**src/rtl/nand_seq_pkg.sv**
```systemverilog
// Package: shared opcode constants, operation kinds and sequencer states
// for the NAND command/address sequencer.
package nand_seq_pkg;

    localparam logic [7:0] OP_PAGE_READ = 8'h00;
    localparam logic [7:0] OP_SPARE_RD  = 8'h50;
    localparam logic [7:0] OP_RAND_OUT  = 8'h05;
    localparam logic [7:0] OP_DEV_RST   = 8'hFF;
    localparam logic [7:0] CF_READ_GO   = 8'h30;
    localparam logic [7:0] CF_RAND_GO   = 8'hE0;

    typedef enum logic [1:0] {
        K_PLAIN,
        K_READ,
        K_RANDOUT,
        K_RESET
    } op_kind_t;

    typedef enum logic [2:0] {
        S_IDLE,
        S_WPRE,
        S_CMD,
        S_ADDR,
        S_CONF,
        S_GAP,
        S_WPOST,
        S_DONE
    } seq_state_t;

    // Opcodes whose column is always byte addressed, even on a 16-bit bus.
    function automatic logic byte_wide_op(input logic [7:0] op);
        return (op == 8'h90) || (op == 8'hEC) || (op == 8'hEE) || (op == 8'hEF);
    endfunction

endpackage

```
**src/rtl/nand_addr_gen.sv**
```systemverilog
// Module: nand_addr_gen
// Turns a captured request into the effective command byte, the operation
// kind, the confirm byte and the list of address bytes to send.
// Assumes the inputs are held stable for the whole operation.
module nand_addr_gen
    import nand_seq_pkg::*;
#(
    parameter int BLK_W      = 12,
    parameter int PG_W       = 6,
    parameter int PAGE_BYTES = 2048,
    parameter bit BUS16      = 1'b0,
    parameter bit FIVE_CYC   = 1'b0
) (
    input  logic [7:0]       op,
    input  logic [BLK_W-1:0] blk,
    input  logic [PG_W-1:0]  pg,
    input  logic [15:0]      col,
    output logic [7:0]       cmd_byte,
    output logic [7:0]       conf_byte,
    output op_kind_t         kind,
    output logic [4:0][7:0]  addr_bytes,
    output logic [2:0]       n_addr
);

    localparam int ROW_W       = 20;
    localparam int PAGES_PER   = 1 << PG_W;
    localparam int N_ROW_BYTES = FIVE_CYC ? 3 : 2;

    logic              spare;
    logic [15:0]       col_adj;
    logic [15:0]       col_bus;
    logic [ROW_W-1:0]  row;

    // Classify the opcode and choose the effective command and confirm.
    always_comb begin
        spare     = (op == OP_SPARE_RD);
        cmd_byte  = spare ? OP_PAGE_READ : op;
        conf_byte = 8'h00;
        if (cmd_byte == OP_PAGE_READ) begin
            kind      = K_READ;
            conf_byte = CF_READ_GO;
        end else if (cmd_byte == OP_RAND_OUT) begin
            kind      = K_RANDOUT;
            conf_byte = CF_RAND_GO;
        end else if (cmd_byte == OP_DEV_RST) begin
            kind      = K_RESET;
        end else begin
            kind      = K_PLAIN;
        end
    end

    // Spare-area reads point past the main page before any width shift.
    assign col_adj = spare ? (col + 16'(PAGE_BYTES)) : col;

    generate
        if (BUS16) begin : g_wide
            // Word addressing on a 16-bit bus, except byte-wide opcodes.
            assign col_bus = byte_wide_op(cmd_byte) ? col_adj : {1'b0, col_adj[15:1]};
        end else begin : g_narrow
            assign col_bus = col_adj;
        end
    endgenerate

    // Linear page row inside the device.
    assign row = ROW_W'(pg) + ROW_W'(blk) * ROW_W'(PAGES_PER);

    // Address byte list in transmit order and its length.
    always_comb begin
        addr_bytes[0] = col_bus[7:0];
        addr_bytes[1] = col_bus[15:8];
        addr_bytes[2] = row[7:0];
        addr_bytes[3] = row[15:8];
        addr_bytes[4] = {4'h0, row[19:16]};
        n_addr = (kind == K_RANDOUT) ? 3'd2 : 3'(2 + N_ROW_BYTES);
    end

endmodule

```
**src/rtl/nand_phase_timer.sv**
```systemverilog
// Module: nand_phase_timer
// Counts the clocks of one bus phase: a latch phase (strobe low for
// WE_CLKS, then high for WE_CLKS) or a release gap (WE_CLKS clocks).
// Assumes run stays high for the whole phase; last marks its final clock.
module nand_phase_timer #(
    parameter int WE_CLKS = 2
) (
    input  logic clk,
    input  logic rst_n,
    input  logic run,
    input  logic long_ph,
    output logic strobe_low,
    output logic last
);

    localparam int CW = $clog2(2 * WE_CLKS) + 1;

    logic [CW-1:0] cnt;

    assign last       = run && (long_ph ? (cnt == CW'(2 * WE_CLKS - 1))
                                        : (cnt == CW'(WE_CLKS - 1)));
    assign strobe_low = run && long_ph && (cnt < CW'(WE_CLKS));

    // Phase clock counter, restarting at the end of every phase.
    always_ff @(posedge clk) begin
        if (!rst_n || !run || last) cnt <= '0;
        else                        cnt <= cnt + 1'b1;
    end

endmodule

```
**src/rtl/nand_rb_wait.sv**
```systemverilog
// Module: nand_rb_wait
// Watches the ready/busy input during a wait and flags ready or expiry
// after TMO_CYCLES busy clocks. Assumes rb_ready is synchronous to clk.
module nand_rb_wait #(
    parameter int TMO_CYCLES = 4096
) (
    input  logic clk,
    input  logic rst_n,
    input  logic active,
    input  logic rb_ready,
    output logic ok,
    output logic expired
);

    localparam int TW = $clog2(TMO_CYCLES) + 1;

    logic [TW-1:0] cnt;

    assign ok      = active && rb_ready;
    assign expired = active && !rb_ready && (cnt == TW'(TMO_CYCLES - 1));

    // Busy-clock counter, cleared outside a wait or once ready.
    always_ff @(posedge clk) begin
        if (!rst_n || !active || rb_ready || expired) cnt <= '0;
        else                                          cnt <= cnt + 1'b1;
    end

endmodule

```
**src/rtl/nand_cmd_seq.sv**
```systemverilog
// Module: nand_cmd_seq (top)
// Issues one NAND command with its address and confirm cycles, waiting
// on ready/busy where needed, and signals done (and error on timeout).
// Assumes rb_ready is already synchronous; all pins are registered.
module nand_cmd_seq
    import nand_seq_pkg::*;
#(
    parameter int BLK_W      = 12,
    parameter int PG_W       = 6,
    parameter int PAGE_BYTES = 2048,
    parameter bit BUS16      = 1'b0,
    parameter bit FIVE_CYC   = 1'b0,
    parameter int WE_CLKS    = 2,
    parameter int TMO_CYCLES = 4096
) (
    input  logic             clk,
    input  logic             rst_n,
    input  logic             start,
    input  logic [7:0]       opcode,
    input  logic [BLK_W-1:0] block_num,
    input  logic [PG_W-1:0]  page_num,
    input  logic [15:0]      col_off,
    input  logic             rb_ready,
    output logic             done,
    output logic             error,
    output logic             ce_n,
    output logic             cle,
    output logic             ale,
    output logic             we_n,
    output logic [7:0]       io_out
);

    seq_state_t       state, after_st;
    logic [2:0]       idx;
    logic [7:0]       op_q;
    logic [BLK_W-1:0] blk_q;
    logic [PG_W-1:0]  pg_q;
    logic [15:0]      col_q;
    logic             err_q;

    logic [7:0]       cmd_byte, conf_byte;
    op_kind_t         kind;
    logic [4:0][7:0]  addr_bytes;
    logic [2:0]       n_addr;
    logic             run, long_ph, strobe_low, ph_last;
    logic             wait_on, rdy_ok, rdy_tmo;

    nand_addr_gen #(
        .BLK_W(BLK_W), .PG_W(PG_W), .PAGE_BYTES(PAGE_BYTES),
        .BUS16(BUS16), .FIVE_CYC(FIVE_CYC)
    ) u_addr (
        .op(op_q), .blk(blk_q), .pg(pg_q), .col(col_q),
        .cmd_byte(cmd_byte), .conf_byte(conf_byte), .kind(kind),
        .addr_bytes(addr_bytes), .n_addr(n_addr)
    );

    assign run     = (state == S_CMD) || (state == S_ADDR) ||
                     (state == S_CONF) || (state == S_GAP);
    assign long_ph = (state != S_GAP);
    assign wait_on = (state == S_WPRE) || (state == S_WPOST);

    nand_phase_timer #(.WE_CLKS(WE_CLKS)) u_timer (
        .clk(clk), .rst_n(rst_n), .run(run), .long_ph(long_ph),
        .strobe_low(strobe_low), .last(ph_last)
    );

    nand_rb_wait #(.TMO_CYCLES(TMO_CYCLES)) u_wait (
        .clk(clk), .rst_n(rst_n), .active(wait_on), .rb_ready(rb_ready),
        .ok(rdy_ok), .expired(rdy_tmo)
    );

    // Operation sequencing: capture, waits, latch phases and gaps.
    always_ff @(posedge clk) begin
        if (!rst_n) begin
            state    <= S_IDLE;
            after_st <= S_IDLE;
            idx      <= '0;
            op_q     <= '0;
            blk_q    <= '0;
            pg_q     <= '0;
            col_q    <= '0;
            err_q    <= 1'b0;
        end else begin
            case (state)
                S_IDLE: if (start) begin
                    op_q  <= opcode;
                    blk_q <= block_num;
                    pg_q  <= page_num;
                    col_q <= col_off;
                    err_q <= 1'b0;
                    state <= S_WPRE;
                end
                S_WPRE: begin
                    if (rdy_ok) state <= S_CMD;
                    else if (rdy_tmo) begin
                        err_q <= 1'b1;
                        state <= S_DONE;
                    end
                end
                S_CMD: if (ph_last) begin
                    idx      <= '0;
                    state    <= S_GAP;
                    after_st <= (kind == K_RESET) ? S_WPOST : S_ADDR;
                end
                S_ADDR: if (ph_last) begin
                    if (idx == n_addr - 3'd1) begin
                        state    <= S_GAP;
                        after_st <= (kind == K_READ || kind == K_RANDOUT) ? S_CONF : S_DONE;
                    end else begin
                        idx <= idx + 3'd1;
                    end
                end
                S_CONF: if (ph_last) begin
                    state    <= S_GAP;
                    after_st <= (kind == K_READ) ? S_WPOST : S_DONE;
                end
                S_GAP: if (ph_last) state <= after_st;
                S_WPOST: begin
                    if (rdy_ok) state <= S_DONE;
                    else if (rdy_tmo) begin
                        err_q <= 1'b1;
                        state <= S_DONE;
                    end
                end
                default: state <= S_IDLE;
            endcase
        end
    end

    // Registered pin drive derived from the current phase.
    always_ff @(posedge clk) begin
        if (!rst_n) begin
            ce_n   <= 1'b1;
            cle    <= 1'b0;
            ale    <= 1'b0;
            we_n   <= 1'b1;
            io_out <= 8'h00;
            done   <= 1'b0;
            error  <= 1'b0;
        end else begin
            ce_n  <= (state == S_IDLE);
            cle   <= (state == S_CMD) || (state == S_CONF);
            ale   <= (state == S_ADDR);
            we_n  <= !strobe_low;
            done  <= (state == S_DONE);
            error <= (state == S_DONE) && err_q;
            case (state)
                S_CMD:   io_out <= cmd_byte;
                S_ADDR:  io_out <= addr_bytes[idx];
                S_CONF:  io_out <= conf_byte;
                default: io_out <= 8'h00;
            endcase
        end
    end

endmodule

```
**config.mk**
```make
export PLATFORM = sky130hd
export DESIGN_NAME = nand_cmd_seq
export DESIGN_NICKNAME = d
export VERILOG_FILES = /design/src/rtl/nand_seq_pkg.sv /design/src/rtl/nand_addr_gen.sv /design/src/rtl/nand_phase_timer.sv /design/src/rtl/nand_rb_wait.sv /design/src/rtl/nand_cmd_seq.sv
export SDC_FILE = /design/constraint.sdc
export NUM_CORES = 1
export LEC_CHECK = 0
export CAP_MARGIN = 15
export CORE_MARGIN = 2
export CORE_UTILIZATION = 49
export DETAILED_ROUTE_END_ITERATION = 7
export DONT_BUFFER_PORTS = 1
export REMOVE_ABC_BUFFERS = 1
export SLEW_MARGIN = 5
export SYNTH_ARGS = -nofsm -noshare
export SYNTH_HDL_FRONTEND = slang
export SYNTH_SLANG_ARGS = --single-unit
```
**constraint.sdc**
```tcl
create_clock -name clk -period 3.4 [get_ports clk]
set_input_delay 0.51 -clock clk [delete_from_list [all_inputs] [get_ports clk]]
set_output_delay 0.51 -clock clk [all_outputs]
set_load 0.005 [all_outputs]
```
; Word level (Yosys, flattened, before mapping)
; Index checks and enable logic that the tools add are counted.
[totals]
regBits = 82
in_bits = 46
[op_classes]
n_addsub = 6
magnitude_cmp = 2
n_eq_ne = 28
mux = 37
n_reduce_logical = 35
[ops]
columns = operator, n
row1 = 2-to-1 mux 3 bit, 17
row2 = 2-to-1 mux 8 bit, 4
row3 = binary-select mux 8 bit (select 3 bit), 1
row4 = one-hot mux 8 bit (3 select lines), 1
row5 = adder 6 x 18 -> 19 bit, 1
row6 = one-hot mux 3 bit (6 select lines), 1
row7 = adder 16 x 12 -> 16 bit (second input constant), 1
row8 = 2-to-1 mux 16 bit, 1
row9 = inequality test 2 x 1 -> 1 bit (second input constant), 7
row10 = adder 13 x 1 -> 13 bit (second input constant), 1
row11 = equality test 13 x 12 -> 1 bit (second input constant), 1
row12 = equality test 3 bit (second input constant), 4
row13 = logical OR 1 bit, 11
row14 = AND reduction 5 bit, 2
row15 = equality test 3 x 2 -> 1 bit (second input constant), 3
row16 = one-hot mux 3 bit (3 select lines), 1
row17 = equality test 8 x 3 -> 1 bit (second input constant), 1
row18 = equality test 8 x 7 -> 1 bit (second input constant), 1
row19 = equality test 8 bit (second input constant), 1
row20 = logical NOT 8 bit, 1
row21 = 2-to-1 mux 2 bit, 4
row22 = AND reduction 4 bit, 2
row23 = logical AND 1 bit, 7
row24 = adder 3 x 1 -> 3 bit (second input constant), 2
row25 = 18 further kinds, 32

; Depth between registers and ports, before layout
[logic_depth]
ltp_word = 13
ltp_mapped = 11
ltp_nobuf = 11

; By module
; Synthesis repeated with hierarchy kept, for this count alone.
[hier_totals]
hier_cells = 525
area_unflattened_um2 = 4377.9
[modules_own_cells]
columns = mod, instances, cells_per_inst, area_per_inst_um2, seq_area_each_um2
row1 = nand_cmd_seq, 1, 366, 3061.7, 1321.3
row2 = nand_addr_gen, 1, 82, 589.3, 0.0
row3 = nand_rb_wait, 1, 63, 573.0, 260.2
row4 = nand_phase_timer, 1, 14, 153.9, 60.1

; Worst setup path before layout
; OpenSTA, ideal clock, no wires.
[synth_timing]
path_kind = flip-flop to flip-flop
from = register op_q[7]
to = register state[1]
setup_ns = 0.133
arrival_ns = 2.318
t_required_ns = 3.267
path_slack_ns = 0.948
stages_incl_launch_ff = 12
n_path_buf = 0
synth_period_minus_slack_ns = 2.452
cell_sequence = dfxtp_1 > nor4_4 > and2_2 > nand2_1 > o21ai_0 > inv_1 > ha_1 > xor2_1 > a31oi_1 > o2111ai_1 > nand3_1 > nor4b_2
[synth_between]
elab_chain_len = 12
word_cells_on_any_way = 14
cone_classes = add/sub (1) / eq/ne (6) / mux (5) / reduce/logical (2)
[synth_lines]
columns = item, line
row1 = start: declaration, nand_cmd_seq.sv:35  ; logic [7:0] op_q;
row2 = start signal: assignment, nand_cmd_seq.sv:86  ; op_q <= opcode;
row3 = equality test 8 x 7 -> 1 bit, nand_addr_gen.sv:36  ; spare = (op == OP_SPARE_RD);
row4 = 2-to-1 mux 8 bit *, nand_addr_gen.sv:37  ; cmd_byte = spare ? OP_PAGE_READ : op;
row5 = equality test 8 bit, nand_addr_gen.sv:45  ; end else if (cmd_byte == OP_DEV_RST) begin
row6 = 2-to-1 mux 2 bit, nand_addr_gen.sv:45
row7 = 2-to-1 mux 2 bit, nand_addr_gen.sv:42  ; end else if (cmd_byte == OP_RAND_OUT) begin
row8 = 2-to-1 mux 2 bit *, nand_addr_gen.sv:39  ; if (cmd_byte == OP_PAGE_READ) begin
row9 = equality test 2 bit *, nand_addr_gen.sv:74  ; n_addr = (kind == K_RANDOUT) ? 3'd2 : 3'(2 + N_ROW_BYTES);
row10 = 2-to-1 mux 3 bit *, nand_addr_gen.sv:74
row11 = subtractor 3 x 1 -> 3 bit *, nand_cmd_seq.sv:106  ; if (idx == n_addr - 3'd1) begin
row12 = equality test 3 bit *, nand_cmd_seq.sv:106
row13 = inequality test 2 x 1 -> 1 bit (no line) *, --
row14 = AND reduction 5 bit (no line) *, --
row15 = end signal: assignment, nand_cmd_seq.sv:117  ; S_GAP: if (ph_last) state <= after_st;
row16 = end: declaration, nand_cmd_seq.sv:33  ; seq_state_t state, after_st;
; Every way passes the cells marked *; elsewhere a longest branch is shown, timed or not.
; A chain may end at the register's enable or synchronous reset.

; Final worst setup path
; Same ends and word-level chain as after synthesis.

==> impl_results.md <==
- Die footprint: about 8600 um2
- DP Wirelength: around 5900 um
- Power per cell area: 480 nW/um2
- Syn. warnings: 0
- Synth Flop Type: dfxtp_1
- Setup slack at placement: 0.620 ns
- DRC errors left: 0
- Layout Utilization: 53.0%
- Max IR drop VDD: 228 uV
- Final Worst Setup Slack: between 0.5 and 0.6 ns
- Minimum clock period: ~2.8 ns
- First drt pass iteration count: 4
- Avg Synthesized Cell Area: 8.24 um2
- Die Y-Extent: 92.9 um
- Largest family of logic cells by synthesized area: simple AND/OR/NAND/NOR gates
- Total CTS buffers: 9
- Initial DRC count: between 150 and 200
- Ys async rst share: 0%
- WHS Path Cells: 1
- Synthesis-stage register bit count: 82
- Most frequent cells in the layout: nand2_1, dfxtp_1, a21oi_1
- Clk_lat worst skew: around 0.35 ns
- Final hold violation count: 0
- N_diodes: 0
- Fmax: 0.356 GHz
- Synth Area in Compound Gates: approximately 16%
- Setup violators final: 0
- Post-DRT Antenna Nets: 0
- Vias: around 3100
- Buffers added on ports: 0
- Placed Area: 3890 um2
- Core area: 7690 um2
- Slew Limit Fails: 0
- Final worst clock skew: 0.0105 ns
- Synth area leaders: dfxtp_1, nand2_1, a21oi_1
- Post-route cell area: 4070 um2
- Initial Util: between 50 and 60%
- Hold-fix buffers, CTS: 0
- Synth Area in Simple Gates: 26.9%
- XOR/XNOR Fraction of Synth Area: 4.07%
- Adder-cell share of the synthesized area: 1.94%
- Fraction of layout cells with a size suffix above 1: between 9 and 10%
- Final worst path period share: around 83%
- Worst Setup Start Kind: register
- RSZ-0062 raised after global routing: no
- Post-CTS Setup Inserts: 0
- Mux contribution to synthesized area: 4.26%
- Syn-to-layout area delta: 5.14%
- Post-route insts no fill: 562
- CP Capture Type: register
- Routed len/inst: 15.2 um
- IO Count: 60
- Status: finished, final reports clean
- Initial antenna violation count: 0
- CTS clk-pin slew, worst paths: ~0.080 ns
- Mapped cell area: 3870 um2
- Rows: 32
- Resized cells post-CTS: 0
- Worst reg2reg path depth: 11
- Crit Path Category: register to register
- Post-Route WL: 8540 um
- Area share of the largest cell type after synthesis: 42.4%
- Syn Inst Count: 470
- Die X: 92.9 um
- Number of synthesized flops with an enable pin: 0
- Clk buf depth: 2
- Max_cap viols: 0
- Vias in the first global route: 2930
- RD Place Congestion: between 0.8 and 0.9
- Arrival @ worst endpoint: 3.01 ns
- Worst Hold Class: primary input to register
- CTS tree: built
- Largest net degree at the start of global routing: between 40 and 50
- Global-route wire length before repair: 14400 um
- Netlist cell types: 58
- Worst Path Max Fanout: 7
- Nets: ~510
- CP required: about 3.6 ns
- Via density: between 5 and 6
- GR Overflow Total: 0
- Setup TNS: 0 ns
- Cell count after placement: 546
- Measured slew at the worst slew-check pin: just under 0.8 ns
- Sink Count: 82
- Most common cell after layout, fill and taps aside: nand2_1
- LEAKAGE: 1.40 nW
- Rel. slew slack: 48.4%
- Total Routing Usage GR: 20.8%
- Post-synth top area cell: dfxtp_1
- Htree depth: 3
- Clock root buffer: clkbuf_8
- Sequential fraction of the synthesis area: 42.4%
## routing by layer
metal | global-route usage, % | wire length (um) | up-vias
li1 | - | - | 1594
met5 | 0 | 0 | -
met4 | 7.35 | 105 | 0
met3 | 3.82 | 374 | 8
met2 | 32.0 | 3930 | 62
met1 | 29.4 | 4130 | 1485
## cell usage after synthesis (3+ instances only)
cell type / number
nand2_1: 104
dfxtp_1: 82
a21oi_1: 64
nor2_1: 37
clkbuf_1: 14
nand4_1: 12
buf_2: 11
nand3_1: 10
xnor2_1: 10
o21ai_0: 9
nor2b_1: 8
xor2_1: 8
buf_4: 6
ha_1: 6
inv_1: 6
nor3_1: 6
or3_1: 5
and2_1: 4
mux2_2: 4
mux4_2: 4
nand2b_1: 4
a22oi_1: 3
a31oi_1: 3
mux2i_1: 3
nand3b_1: 3
## worst paths after layout
kind                 start  endpoint  slack [ns]
setup reg to reg   op_q[7]  state[1]        0.59
hold reg to reg   col_q[9]  col_q[9]        0.45
setup / recovery   op_q[7]  state[1]        0.59
hold / removal       rst_n      ce_n        0.25
## worst max-delay path, cell delays in order (launching register included)
cell and delay, ns:
dfxtp_1 0.36, nor4_4 0.49, and2_2 0.26, nand2_1 0.07
o21ai_0 0.12, inv_1 0.08, ha_1 0.21, xor2_1 0.30
a31oi_1 0.15, o2111ai_1 0.35, nand3_1 0.11, nor4b_2 0.17
## where the power goes
group          leakage, nW  total [mW]  internal [mW]  switching [mW]
clock network       0.0859       0.649          0.307           0.341
logic                0.651       0.240         0.0931           0.147
registers            0.667        1.07           1.01          0.0541
total                 1.40        1.95           1.41           0.542
## sequential cells by signal, indices dropped and copies added, names as in the netlist
| signal | flops |
|---|---|
| u_timer.cnt | 3 |
| state | 3 |
| pg_q | 6 |
| we_n | 1 |
| op_q | 8 |
| ale | 1 |
| after_st | 3 |
| cle | 1 |
| error | 1 |
| blk_q | 12 |
| ce_n | 1 |
| io_out | 8 |
| err_q | 1 |
| col_q | 16 |
| u_wait.cnt | 13 |
| idx | 3 |
| done | 1 |
## area by class of cell
cell class              count  area [um2]
fillers                   799        3610
flip-flops and latches     82        1640
repair buffers              6        45.0
clock inverters             3        23.8
multi-input cells         350        2050
clock buffers              13         159
well taps                 102         128
inverters                   6        22.5
## cells by family after synthesis
| kind of cell | after synthesis |
|---|---|
| AND/OR/NAND/NOR | 213 |
| AO/OA/AOI/OAI | 102 |
| XOR/XNOR | 18 |
| multiplexers | 11 |
| buffers and inverters | 38 |
| flip-flops | 82 |
| adder cells (fa/ha/maj) | 6 |
## per-stage QoR
step / hold slack (ns) / total power [mW]
5_1_grt: 0.230 / 2.07
2_1_floorplan: 0.421 / 1.26
3_5_place_dp: 0.444 / 1.33
3_3_place_gp: 0.441 / 1.33
6_report: 0.247 / 1.95
4_1_cts: 0.228 / 1.98
Note: power is estimated with default switching activity, not from simulation.
